===== src/rtl/sap_pkg.sv =====
package sap_pkg;
    localparam int VAL_W     = 12;
    localparam int ID_W      = 16;
    localparam int MAX_MATCH = 2048;
    localparam int PROD_W    = 2 * VAL_W;
    localparam int ACC_W     = PROD_W + $clog2(MAX_MATCH) + 1;

    typedef enum logic [1:0] {
        EV_IDLE  = 2'd0,
        EV_MATCH = 2'd1,
        EV_END   = 2'd2
    } ev_kind_e;

    typedef struct packed {
        logic             found;
        logic [ID_W-1:0]  id;
        logic [ACC_W-1:0] score;
    } best_t;

    function automatic ev_kind_e classify(input logic valid, input logic last);
        if (!valid)     return EV_IDLE;
        else if (last)  return EV_END;
        else            return EV_MATCH;
    endfunction

    function automatic logic beats(input best_t cur, input logic [ACC_W-1:0] cand);
        return !cur.found || (cand > cur.score);
    endfunction
endpackage


===== src/rtl/sap_product.sv =====
module sap_product
    import sap_pkg::*;
#(
    parameter int W = VAL_W
) (
    input  logic [W-1:0]   a,
    input  logic [W-1:0]   b,
    output logic [2*W-1:0] p
);
    always_comb p = a * b;
endmodule


===== src/rtl/sap_score_acc.sv =====
module sap_score_acc
    import sap_pkg::*;
#(
    parameter int PW = PROD_W,
    parameter int AW = ACC_W
) (
    input  logic          clk,
    input  logic          rst,
    input  ev_kind_e      kind,
    input  logic [PW-1:0] prod,
    output logic [AW-1:0] total
);
    localparam int PAD = AW - PW;
    logic [AW-1:0] acc_q;

    always_ff @(posedge clk) begin
        if (rst)                  acc_q <= '0;
        else if (kind == EV_END)  acc_q <= '0;
        else if (kind == EV_MATCH) acc_q <= acc_q + {{PAD{1'b0}}, prod};
    end

    always_comb total = acc_q;


    acc_no_wrap_chk: assert property (@(posedge clk) disable iff (rst)
        (kind == EV_MATCH) |=> (acc_q >= $past(acc_q)));


    acc_clear_chk: assert property (@(posedge clk) disable iff (rst)
        (kind == EV_END) |=> (acc_q == '0));


    acc_hold_chk: assert property (@(posedge clk) disable iff (rst)
        (kind == EV_IDLE) |=> $stable(acc_q));
endmodule


===== src/rtl/sap_best_keep.sv =====
module sap_best_keep
    import sap_pkg::*;
#(
    parameter int IW = ID_W,
    parameter int AW = ACC_W
) (
    input  logic          clk,
    input  logic          rst,
    input  ev_kind_e      kind,
    input  logic [IW-1:0] doc,
    input  logic [AW-1:0] total,
    input  logic          flush,
    output best_t         result,
    output logic          result_valid
);
    best_t best_q, best_nx;

    always_comb begin
        best_nx = best_q;
        if (kind == EV_END && beats(best_q, total)) begin
            best_nx.found = 1'b1;
            best_nx.id    = doc;
            best_nx.score = total;
        end
    end

    always_ff @(posedge clk) begin
        if (rst) begin
            best_q       <= '0;
            result       <= '0;
            result_valid <= 1'b0;
        end else begin
            result_valid <= flush;
            if (flush) begin
                result <= best_nx;
                best_q <= '0;
            end else begin
                result <= '0;
                best_q <= best_nx;
            end
        end
    end


    flush_empty_chk: assert property (@(posedge clk) disable iff (rst)
        flush |=> !best_q.found);


    strobe_src_chk: assert property (@(posedge clk) disable iff (rst)
        result_valid |-> $past(flush));


    tie_keep_chk: assert property (@(posedge clk) disable iff (rst)
        (kind == EV_END && best_q.found && total == best_q.score && !flush)
        |=> $stable(best_q));


    best_mono_chk: assert property (@(posedge clk) disable iff (rst)
        (best_q.found && !flush) |=> (best_q.score >= $past(best_q.score)));
endmodule


===== src/rtl/sap_doc_scorer.sv =====
module sap_doc_scorer
    import sap_pkg::*;
(
    input  logic              clk,
    input  logic              rst,
    input  logic              in_valid,
    input  logic              in_last,
    input  logic [VAL_W-1:0]  in_qval,
    input  logic [VAL_W-1:0]  in_cval,
    input  logic [ID_W-1:0]   in_doc,
    input  logic              flush,
    output logic              res_valid,
    output logic              res_found,
    output logic [ID_W-1:0]   res_id,
    output logic [ACC_W-1:0]  res_score
);
    ev_kind_e            kind;
    logic [PROD_W-1:0]   prod;
    logic [ACC_W-1:0]    total;
    best_t               result;

    always_comb kind = classify(in_valid, in_last);

    sap_product #(.W(VAL_W)) u_mul (
        .a(in_qval), .b(in_cval), .p(prod)
    );

    sap_score_acc #(.PW(PROD_W), .AW(ACC_W)) u_acc (
        .clk(clk), .rst(rst), .kind(kind), .prod(prod), .total(total)
    );

    sap_best_keep #(.IW(ID_W), .AW(ACC_W)) u_best (
        .clk(clk), .rst(rst), .kind(kind), .doc(in_doc), .total(total),
        .flush(flush), .result(result), .result_valid(res_valid)
    );

    always_comb begin
        res_found = result.found;
        res_id    = result.id;
        res_score = result.score;
    end


    idle_result_chk: assert property (@(posedge clk) disable iff (rst)
        !res_valid |-> (!res_found && res_score == '0));
endmodule


===== config.mk =====
export PLATFORM = sky130hd
export DESIGN_NAME = sap_doc_scorer
export DESIGN_NICKNAME = d
export VERILOG_FILES = /design/src/rtl/sap_pkg.sv /design/src/rtl/sap_product.sv /design/src/rtl/sap_score_acc.sv /design/src/rtl/sap_best_keep.sv /design/src/rtl/sap_doc_scorer.sv
export SDC_FILE = /design/constraint.sdc
export NUM_CORES = 1
export LEC_CHECK = 0
export BUFFER_PORTS_ARGS = -buffer_cell sky130_fd_sc_hd__buf_2
export CAP_MARGIN = 10
export CELL_PAD_IN_SITES_DETAIL_PLACEMENT = 2
export CELL_PAD_IN_SITES_GLOBAL_PLACEMENT = 2
export CORE_ASPECT_RATIO = 1.75
export CORE_MARGIN = 4
export CORE_UTILIZATION = 31
export DETAILED_ROUTE_END_ITERATION = 12
export PLACE_DENSITY_LB_ADDON = 0.1
export SETUP_SLACK_MARGIN = 0.15
export SLEW_MARGIN = 20
export SYNTH_ARGS = -nofsm -noshare
export SYNTH_HDL_FRONTEND = slang
export SYNTH_SLANG_ARGS = --single-unit

===== constraint.sdc =====
create_clock -name clk -period 6.2 [get_ports clk]
set_clock_uncertainty 0.2 [all_clocks]
set_input_delay 1.24 -clock clk [delete_from_list [all_inputs] [get_ports clk]]
set_output_delay 1.24 -clock clk [all_outputs]
set_load 0.01 [all_outputs]

==> results of run 1 <==
==> tightest hold or removal path, stage by stage, from the launching register on <==
cell and delay [ns]:
dfxtp_1 0.31, nand2_1 0.05, mux2i_1 0.05
==> metrics by stage <==
step	setup slack, ns	std cells	setup TNS [ns]
after global placement	-0.367	2030	-5.32
after detailed placement	-0.537	2030	-8.32
after floorplan	0.00845	1416	0
final	0.193	2071	0
after global routing	0.0122	2071	0
after CTS	0.143	2070	0
==> power by group through the flow <==
stage                     registers, mW  logic (mW)  clock network, mW
after global placement             1.07        4.80                  0
after global routing               1.06        6.14               1.05
after detailed placement           1.07        4.96                  0
after CTS                          1.05        5.20               1.02
final                              1.05        5.50              0.980
after floorplan                    1.05        3.08                  0
==> routing by layer <==
layer	GRT usage (%)	vias up	part of all wire, %
li1	-	4768	-
met1	18.0	4973	36
met2	36.8	110	59
met3	1.72	39	1.9
met4	5.07	0	2.2
met5	0	-	0
==> registers in the layout, summed over array words and instances (netlist names) <==
name,count
u_acc.total,36
u_best.best_q,53
u_best.result,53
u_best.result_valid,1
==> kinds of logic after synthesis <==
kind of cell	share of synthesized area, %
adders and majority gates	31.2
buffers and inverters	9.90
AOI/OAI and AO/OA	7.10
and+or+nand+nor	18.0
muxes	8.63
DFF	23.7
xor gates and xnor gates	1.38
==> worst paths after layout <==
path                     startpoint           endpoint  slack [ns]  depth (start not counted)
hold / removal    u_best.best_q[36]  u_best.result[36]        0.26                          2
setup reg to reg    u_acc.total[11]    u_acc.total[27]        1.28                         16
hold reg to reg   u_best.best_q[36]  u_best.result[36]        0.26                          2
setup / recovery        in_qval[10]    u_acc.total[27]        0.19                         19
==> area by class of cell <==
cell class	count	share of cell area [%]
Clock inverter	13	0.757
Multi-Input combinational cell	971	56.8
Clock buffer	19	3.01
Sequential cell	143	19.5
Timing Repair Buffer	205	9.82
Tap cell	485	4.12
Inverter	235	6.00
==> synth_stat cells, drive strengths merged (11+ instances only) <==
master / count / share of area [%]
a21oi: 49 / 2.0
and2: 71 / 3.7
buf: 12 / 0.83
clkbuf: 56 / 1.8
dfxtp: 143 / 24
fa: 123 / 20
ha: 104 / 11
inv: 235 / 7.3
mux2i: 104 / 8.6
nand2: 311 / 9.7
nor2: 32 / 1.0
nor2b: 13 / 0.67
o21ai: 34 / 1.4
or3: 12 / 0.66
xnor2: 11 / 0.80
==> repair_timing <==
item,CTS,global route
buffers inserted,7,1
resized for setup,41,39
cloned,1,0
setup endpoints to repair,13,18
hold buffers,0,0
pin swaps,17,17
==> metrics, run 1 <==
status=finished, final reports clean; Mapped Nets=1,688; fill cell count=4,325; Post-synth EDFFs=0; final hold vios=0; synth warn=0; row cnt=95; asr flop ratio synth=0%; Final min period=6.01 ns; delay of the slowest critical-path stage=0.53 ns; largest net degree at the start of global routing=73; Final Max Slew Viols=0; placed cell areas=~14,000 um^2; Pint=around 4.3 mW; Comb pwr share=around 73%; htree depth=4; Post-DP HPWL=30.0 mm; Crit. End Element=flip-flop; CTS tree=built; final core utilization=38.3%; RSZ-0062 raised after global routing=yes; Power, Total=7.53 mW; Design Area, Final=~15,000 um^2; routed via count=9,890; initial antenna violation count=0; CP max FO=7; DR DRC count=0; vias in the first global route=11,300; type of the worst min-delay path=flip-flop to flip-flop; final wirelength=35.8 mm; All-Layer GR Usage=17.6%; FMAX=around 0.17 GHz; area occupied by multi-input gates=8360 um^2; CP Data Required Time=~6.3 ns; maximum capacitance violations=0; routed length per instance=around 17 um; most frequent cells in the layout=nand2_1 (307), inv_1 (229), dfxtp_1 (143); first-pass GRT wire length=58.9 mm; Die Area=42,200 um^2; NetSw=~3.3 mW; IO Pins=99; ys flop type=dfxtp_1; Relative slew margins=36.6%; WS Path Type=primary input to flip-flop; final setup fails=0; switching share of power=43.3%; Longest Clk Path Bufs=2; Syn Std Cell Area=between 10,000 and 15,000 um^2; DR pass1 iterations=4; startpoint class of the critical path=primary input; Period Utilization, post-route=96.9%; initial DRC count=212; Clock Power Share=13.0%; Worst Path Arrival=6.15 ns; clock slew at reported path FFs=~0.060 ns; GP Congestion=~0.83; most common cell after layout, fill and taps aside=nand2_1; Initial Util=31.4%; Vias per Instance=between 4 and 5; Area Overhead vs Synth=22.0%; mean post-synth cell area=8.51 um^2; Cells after Synth=1,416; Overflow after GRT=0; Seq cells post-synth=between 100 and 150; remaining antenna violation count=0; Storage cell area=2860 um^2; CTS root buf=clkbuf_16; Min Hold Slack=0.262 ns; clock buffer count from CTS=17; most used cell, CP=fa_1; Pwr per Cell Area=512 nW/um^2; chip width=157 um; Clock Sink Count=143; Synth cell types=56; Slew @ Worst Pin=0.949 ns; ANT cells=0; CP Buf/Inv Count=5; Core ar.=roughly 38,000 um^2; Slowest-stage cell, CP=fa_1; Clock Latency Late Sink=0.43 ns; Seq pwr share=about 14%; maximum VDD drop=0.000234 V; Pleak=~6.7 nW; number of nets in the layout=1,845; Cell Chain, Critical Path=buf_12 -> and2_4 -> fa_1 -> inv_1 -> fa_1 -> inv_2 -> fa_1 -> fa_1 -> inv_1 -> fa_1 -> inv_2 -> ha_4 -> nand2_4 -> or3_4 -> a211o_1 -> a311oi_4 -> o21ai_4 -> or3_1 -> a21oi_1; sequential area share after synthesis=23.7%; die height=269 um; Port-buffer cells=a little under 100; family with the most delay on the worst path=adder cells; layout cells sized above 1=about a fifth
Note: power is estimated with default switching activity, not from simulation.
==> run 2, diff against run 1 <==
- ABC_AREA: unset -> 1
- CAP_MARGIN: 10 -> unset
- CTS_BUF_LIST: unset -> sky130_fd_sc_hd__clkbuf_8 sky130_fd_sc_hd__clkbuf_16
==> run 2 against run 1 <==
  * Via count is 8.2% higher
  * Routed wire length grew 13%
  * Non-clock buffer count down 16
  * Synthesized cell count grew 16%
==> metrics, run 2 <==
largest net degree at the start of global routing=55 (-25%); Area Overhead vs Synth=18.2%; layout cells sized above 1=21.1% (+2.1 points); final hold vios=0 (unchanged); asr flop ratio synth=0% (unchanged); sequential area share after synthesis=22.8% (-0.94 points); Pwr per Cell Area=559 nW/um^2 (+9.2%); mean post-synth cell area=7.66 um^2 (-10%); top-area cell type share of the netlist area=22.8% (-0.94 points); Mapped Nets=1,910 (+13%); number of nets in the layout=2,060 (+12%); Initial Util=31.3% (-0.066 points); delay of the slowest critical-path stage=0.60 ns (+0.07 ns); most frequent cells after synthesis=inv_1 (414), nand2_1 (266), nor2_1 (164); Post-synth EDFFs=0 (unchanged); maximum capacitance violations=0 (unchanged); Port-buffer cells=98 (unchanged); Clock Latency Late Sink=0.44 ns (about the same); Period Utilization, post-route=94.3% (-2.6 points); Vias per Instance=4.66 (-2.4%); Placed Instances=2,258 (+11%); Slowest-stage cell, CP=fa_1; most common cell after layout, fill and taps aside=inv_1; Relative slew margins=34.0% (-2.7 points); Critical R2R Launch=u_acc.total[13]; routed length per instance=17.7 um (+2.3%); IO Pins=99 (unchanged); startpoint class of the critical path=primary input; Longest Clk Path Bufs=2 (unchanged); WS Path Type=primary input to flip-flop; remaining antenna violation count=0 (unchanged); initial antenna violation count=0 (unchanged); DR DRC count=0 (unchanged); first-pass GRT wire length=66.9 mm (+14%); synth warn=0 (unchanged); hold_sp=u_acc.total[0]; final setup fails=0 (unchanged); Worst Path Arrival=5.98 ns (-0.17 ns); Synth cell types=39 (-30%); fill cell count=4,693 (+8.5%); family with the most delay on the worst path=adder cells; htree depth=4 (unchanged); DR pass1 iterations=4 (unchanged); Syn Std Cell Area=12,600 um^2 (+4.1%); Setup crit start=in_qval[6]; CP Buf/Inv Count=7 (+2); ys flop type=dfxtp_1; Crit. End Element=flip-flop; largest cells by area after synthesis=dfxtp_1 (23%), fa_1 (20%), inv_1 (12%), ha_1 (10%), nand2_1 (8.0%); Cells after Synth=1,638 (+16%); type of the worst min-delay path=flip-flop to flip-flop; final core utilization=37.1% (-1.3 points); Cell Chain, Critical Path=clkbuf_4 -> nand2_1 -> fa_1 -> inv_1 -> fa_1 -> fa_2 -> fa_1 -> inv_1 -> fa_1 -> inv_1 -> ha_1 -> nand2_1 -> nor2_1 -> buf_4 -> inv_1 -> o21ai_0 -> nand2_1 -> nand3_1 -> nand2_1 -> nand2_1 -> o21ai_0 -> inv_1; Seq cells post-synth=143 (unchanged); most frequent cell after synthesis=inv_1; row cnt=97 (+2.1%); All-Layer GR Usage=19.3% (+1.6 points); CTS root buf=clkbuf_16; fin cells=2,296 (+11%); CP max FO=11 (+4); Clock Sink Count=143 (unchanged); GP Congestion=0.800 (-3.2%); most frequent cells in the layout=inv_1 (414), nand2_1 (264), nor2_1 (159); Core ar.=40,100 um^2 (+4.3%); clock slew at reported path FFs=0.07 ns (about the same); Post-DP HPWL=33.8 mm (+13%); setup tns final=0 ns (unchanged); status=finished, final reports clean; Final Max Slew Viols=0 (unchanged); CTS tree=built; Die Area=43,900 um^2 (+3.9%); final wirelength=40.6 mm (+13%); FMAX=0.171 GHz (+2.7%); clock buffer count from CTS=17 (unchanged); RSZ-0062 raised after global routing=yes; routed via count=10,700 (+8.2%); Final min period=5.85 ns (-0.159 ns); die height=274 um (+2.0%); Pleak=7.98 nW (+19%); initial DRC count=274 (+29%); CP Data Required Time=6.33 ns (about the same); Slew @ Worst Pin=0.990 ns (+0.0407 ns); Overflow after GRT=0 (unchanged); maximum VDD drop=0.000275 V (+18%); chip width=160 um (+1.9%); area leader, netlist=dfxtp_1; ANT cells=0 (unchanged); vias in the first global route=12,600 (+11%)
run 2: cell types whose count changed in the layout (fill, tap and decap cells not counted), sizes merged, moves of 12 or more:
cell,before,now
and2,71,1
a21oi,49,80
nor2b,13,0
inv,238,422
or3,12,0
nor2,32,171
mux2i,104,0
nand2,311,372
nand3,9,81
buf,205,182
run 2: cell families (layout without fill, tap and decap cells):
| group | after synthesis | count (layout) | synth area share, % |
|---|---|---|---|
| AO/OA/AOI/OAI | 140 | 140 | 6.04 |
| XOR/XNOR | 14 | 14 | 0.977 |
| adder cells (fa/ha/maj) | 227 | 227 | 30.0 |
| buffers and inverters | 475 | 638 | 15.5 |
| flip-flops | 143 | 143 | 22.8 |
| AND/OR/NAND/NOR | 639 | 639 | 24.7 |
run 2: final cells by class:
type	instances	area [um^2]	share of cell area (%)
repair buffers	189	1250	8.45
multi-input cells	1020	7970	53.7
clock buffers	18	439	2.96
well taps	495	619	4.17
inverters	417	1570	10.5
flip-flops and latches	143	2860	19.3
clock inverters	14	131	0.885
run 2: routing by layer:
layer | global-route usage, % | share of wire [%] | vias to the layer above
met5 | 0 | 0 | -
met1 | 19.0 | 35 | 5403
met2 | 40.7 | 61 | 121
li1 | - | - | 5119
met4 | 5.94 | 2.5 | 0
met3 | 2.18 | 1.8 | 55
run 2: what timing repair did:
action	CTS	global route
hold endpoints to repair	0	0
gates resized for setup	3	52
hold buffers	0	0
endpoints found under the setup margin	8	24
setup buffers	0	6
pin swaps	0	6
run 2: where the power goes:
part | leakage, nW | switching (mW) | internal [mW] | total [mW]
sequential | 1.17 | 0.0574 | 0.989 | 1.05
clock | 0.276 | 0.444 | 0.569 | 1.01
combinational | 6.54 | 3.46 | 2.77 | 6.23
run 2: path summary, 6_finish.rpt:
path,depth (start not counted),slack [ns],endpoint
worst min register to register,2,0.33,u_acc.total[0]
worst max-delay path,22,0.35,u_acc.total[24]
worst max register to register,19,1.59,u_acc.total[24]
worst min-delay path,2,0.33,u_acc.total[0]
run 2: stage by stage:
step	power [mW]	setup slack [ns]	hold WS, ns	cell area (um^2)
CTS	7.84	0.155	0.336	14600
floorplan	4.22	0.324	0.265	12600
detailed placement	6.73	-0.376	0.329	14000
finish	8.29	0.352	0.329	14800
global placement	6.56	-0.305	0.299	14000
global route	9.17	0.119	0.375	14800
run 2: tightest hold or removal path: stages, from the launching register on:
cell	delay, ns
dfxtp_1	0.32
inv_1	0.10
a21oi_1	0.07
==> run 3, diff against run 2 <==
- ABC_AREA: 1 -> unset
==> run 3 against run 2 <==
  * Clock power about the same
  * Die area down 3.8%
  * Core utilization up 1.3 points
  * Critical path type unchanged
  * Largest power group unchanged
==> metrics, run 3 (synthesis results as in run 1) <==
final hold vios=0 (unchanged); Critical R2R Launch=u_acc.total[11]; All-Layer GR Usage=17.6% (-1.6 points); most frequent cells in the layout=nand2_1 (307), inv_1 (230), dfxtp_1 (143); Design Area, Final=14,700 um^2 (-0.86%); Longest Clk Path Bufs=2 (unchanged); most common cell after layout, fill and taps aside=nand2_1; Relative slew margins=36.6% (+2.7 points); initial DRC count=212 (-23%); final wirelength=35.8 mm (-12%); DR DRC count=0 (unchanged); initial antenna violation count=0 (unchanged); layout cells sized above 1=19.0% (-2.1 points); Pleak=6.68 nW (-16%); status=finished, final reports clean; CP max FO=7 (-4); remaining antenna violation count=0 (unchanged); row cnt=95 (-2.1%); WS Path Type=primary input to flip-flop; Initial Util=31.4% (+0.066 points); Final min period=6.01 ns (+0.159 ns); final setup fails=0 (unchanged); routed length per instance=17.3 um (-2.3%); Hold Crit Depth=2 (unchanged); IO Pins=99 (unchanged); DR pass1 iterations=4 (unchanged); clock buffer count from CTS=17 (unchanged); chip width=157 um (-1.9%); routed via count=9,890 (-7.6%); Cell Chain, Critical Path=buf_12 -> and2_4 -> fa_1 -> inv_1 -> fa_1 -> inv_2 -> fa_1 -> fa_1 -> inv_1 -> fa_1 -> inv_2 -> ha_4 -> nand2_4 -> or3_4 -> a211o_1 -> a311oi_4 -> o21ai_4 -> or3_1 -> a21oi_1; Core ar.=38,400 um^2 (-4.1%); Clock Sink Count=143 (unchanged); Crit. End Element=flip-flop; RSZ-0062 raised after global routing=yes; most used cell, CP=fa_1; R2R cell count=16 (-3); first-pass GRT wire length=58.9 mm (-12%); largest net degree at the start of global routing=73 (+33%); hold_sp=u_best.best_q[36]; Die Area=42,200 um^2 (-3.8%); FMAX=0.166 GHz (-2.6%); clock slew at reported path FFs=0.06 ns (about the same); placed cell areas=13,800 um^2 (-1.5%); number of nets in the layout=1,845 (-10%); Post-DP HPWL=30.0 mm (-11%); worst setup margin=0.193 ns (-0.159 ns); Final Max Slew Viols=0 (unchanged); Pwr per Cell Area=511 nW/um^2 (-8.5%); GP Congestion=0.826 (+3.3%); vias in the first global route=11,300 (-10%); CP Data Required Time=6.34 ns (about the same); delay of the slowest critical-path stage=0.53 ns (-0.07 ns); die height=269 um (-1.9%); type of the worst min-delay path=flip-flop to flip-flop; Slowest-stage cell, CP=fa_1; Power, Total=7.52 mW (-9.3%); Clock Latency Late Sink=0.43 ns (about the same); startpoint class of the critical path=primary input; CTS tree=built; r2r setup slk=1.28 ns (-0.31 ns); CTS root buf=clkbuf_16; ANT cells=0 (unchanged); Worst Path Arrival=6.15 ns (+0.17 ns); maximum capacitance violations=0 (unchanged); Placement Setup Slack=-0.537 ns (-0.161 ns); Vias per Instance=4.78 (+2.5%); Slew @ Worst Pin=0.948 ns (-0.0412 ns); Period Utilization, post-route=96.9% (+2.6 points); Area Overhead vs Synth=22.0%; Port-buffer cells=98 (unchanged); R2R Path End=u_acc.total[27]; Hold EP=u_best.result[36]; maximum VDD drop=0.000234 V (-15%); htree depth=4 (unchanged); Overflow after GRT=0 (unchanged)
==> run 3: changes by cell type in the layout (fill, tap and decap cells not counted), moves of 11 or more <==
cell | before | now
nand2_4 | 52 | 1
and2_1 | 1 | 61
mux2i_1 | 0 | 104
nand2_2 | 55 | 3
nor2_1 | 159 | 29
o21ai_0 | 34 | 23
nor2b_1 | 0 | 11
or3_1 | 0 | 11
inv_1 | 414 | 230
buf_4 | 86 | 111
nand3_1 | 74 | 9
nand2_1 | 264 | 307
a21oi_1 | 71 | 42
==> run 3: worst max path at each step <==
stage / start / endpoint / cells after the start / slack [ns]
4_1_cts: in_qval[10] / u_acc.total[27] / 19 / 0.14
6_report: in_qval[10] / u_acc.total[27] / 19 / 0.19
3_3_place_gp: in_qval[7] / u_acc.total[34] / 19 / -0.37
5_1_grt: in_qval[10] / u_acc.total[27] / 18 / 0.01
3_5_place_dp: in_qval[5] / u_acc.total[20] / 22 / -0.54
2_1_floorplan: in_qval[5] / u_acc.total[27] / 20 / 0.008
==> run 3: timing repair <==
action | in CTS | in global routing
setup endpoints to repair | 13 | 18
hold buffers | 0 | 0
gates resized for setup | 41 | 39
pin swaps | 17 | 17
cloned | 1 | 0
setup buffers | 7 | 1
==> run 3: worst max-delay path: cells and delay by family <==
kind / cells / cell delay [ns]
buf+inv: 5 / 0.30
compound gates: 4 / 0.88
fa+ha+maj: 6 / 2.83
simple gates: 4 / 0.89
==> run 3: stage by stage <==
step	TNS (ns)	util, %	std cells	hold slack [ns]
global placement	-5.32	35.9	2030	0.242
detailed placement	-8.32	35.9	2030	0.256
CTS	0	37.9	2070	0.266
global route	0	38.3	2071	0.286
floorplan	0	-	1416	0.235
finish	0	38.3	2071	0.262
==> run 3: per-layer routing <==
layer	vias to the layer above	share of wire, %	GRT usage, %	wire [um]
li1	4768	-	-	-
met1	4973	36	18.0	13000
met2	110	59	36.8	21200
met3	39	1.9	1.72	696
met4	0	2.2	5.07	792
met5	-	0	0	0
==> run 3: final cells by class <==
cell class	instances	area, um^2
fillers	4325	23700
multi-input cells	971	8360
flip-flops and latches	143	2860
repair buffers	205	1450
inverters	235	882
well taps	485	607
clock buffers	18	439
clock inverters	14	115
==> run 3: power breakdown <==
part | switching (mW) | total, mW | internal, mW
logic | 2.78 | 5.50 | 2.72
registers | 0.0681 | 1.05 | 0.980
clock network | 0.417 | 0.978 | 0.560
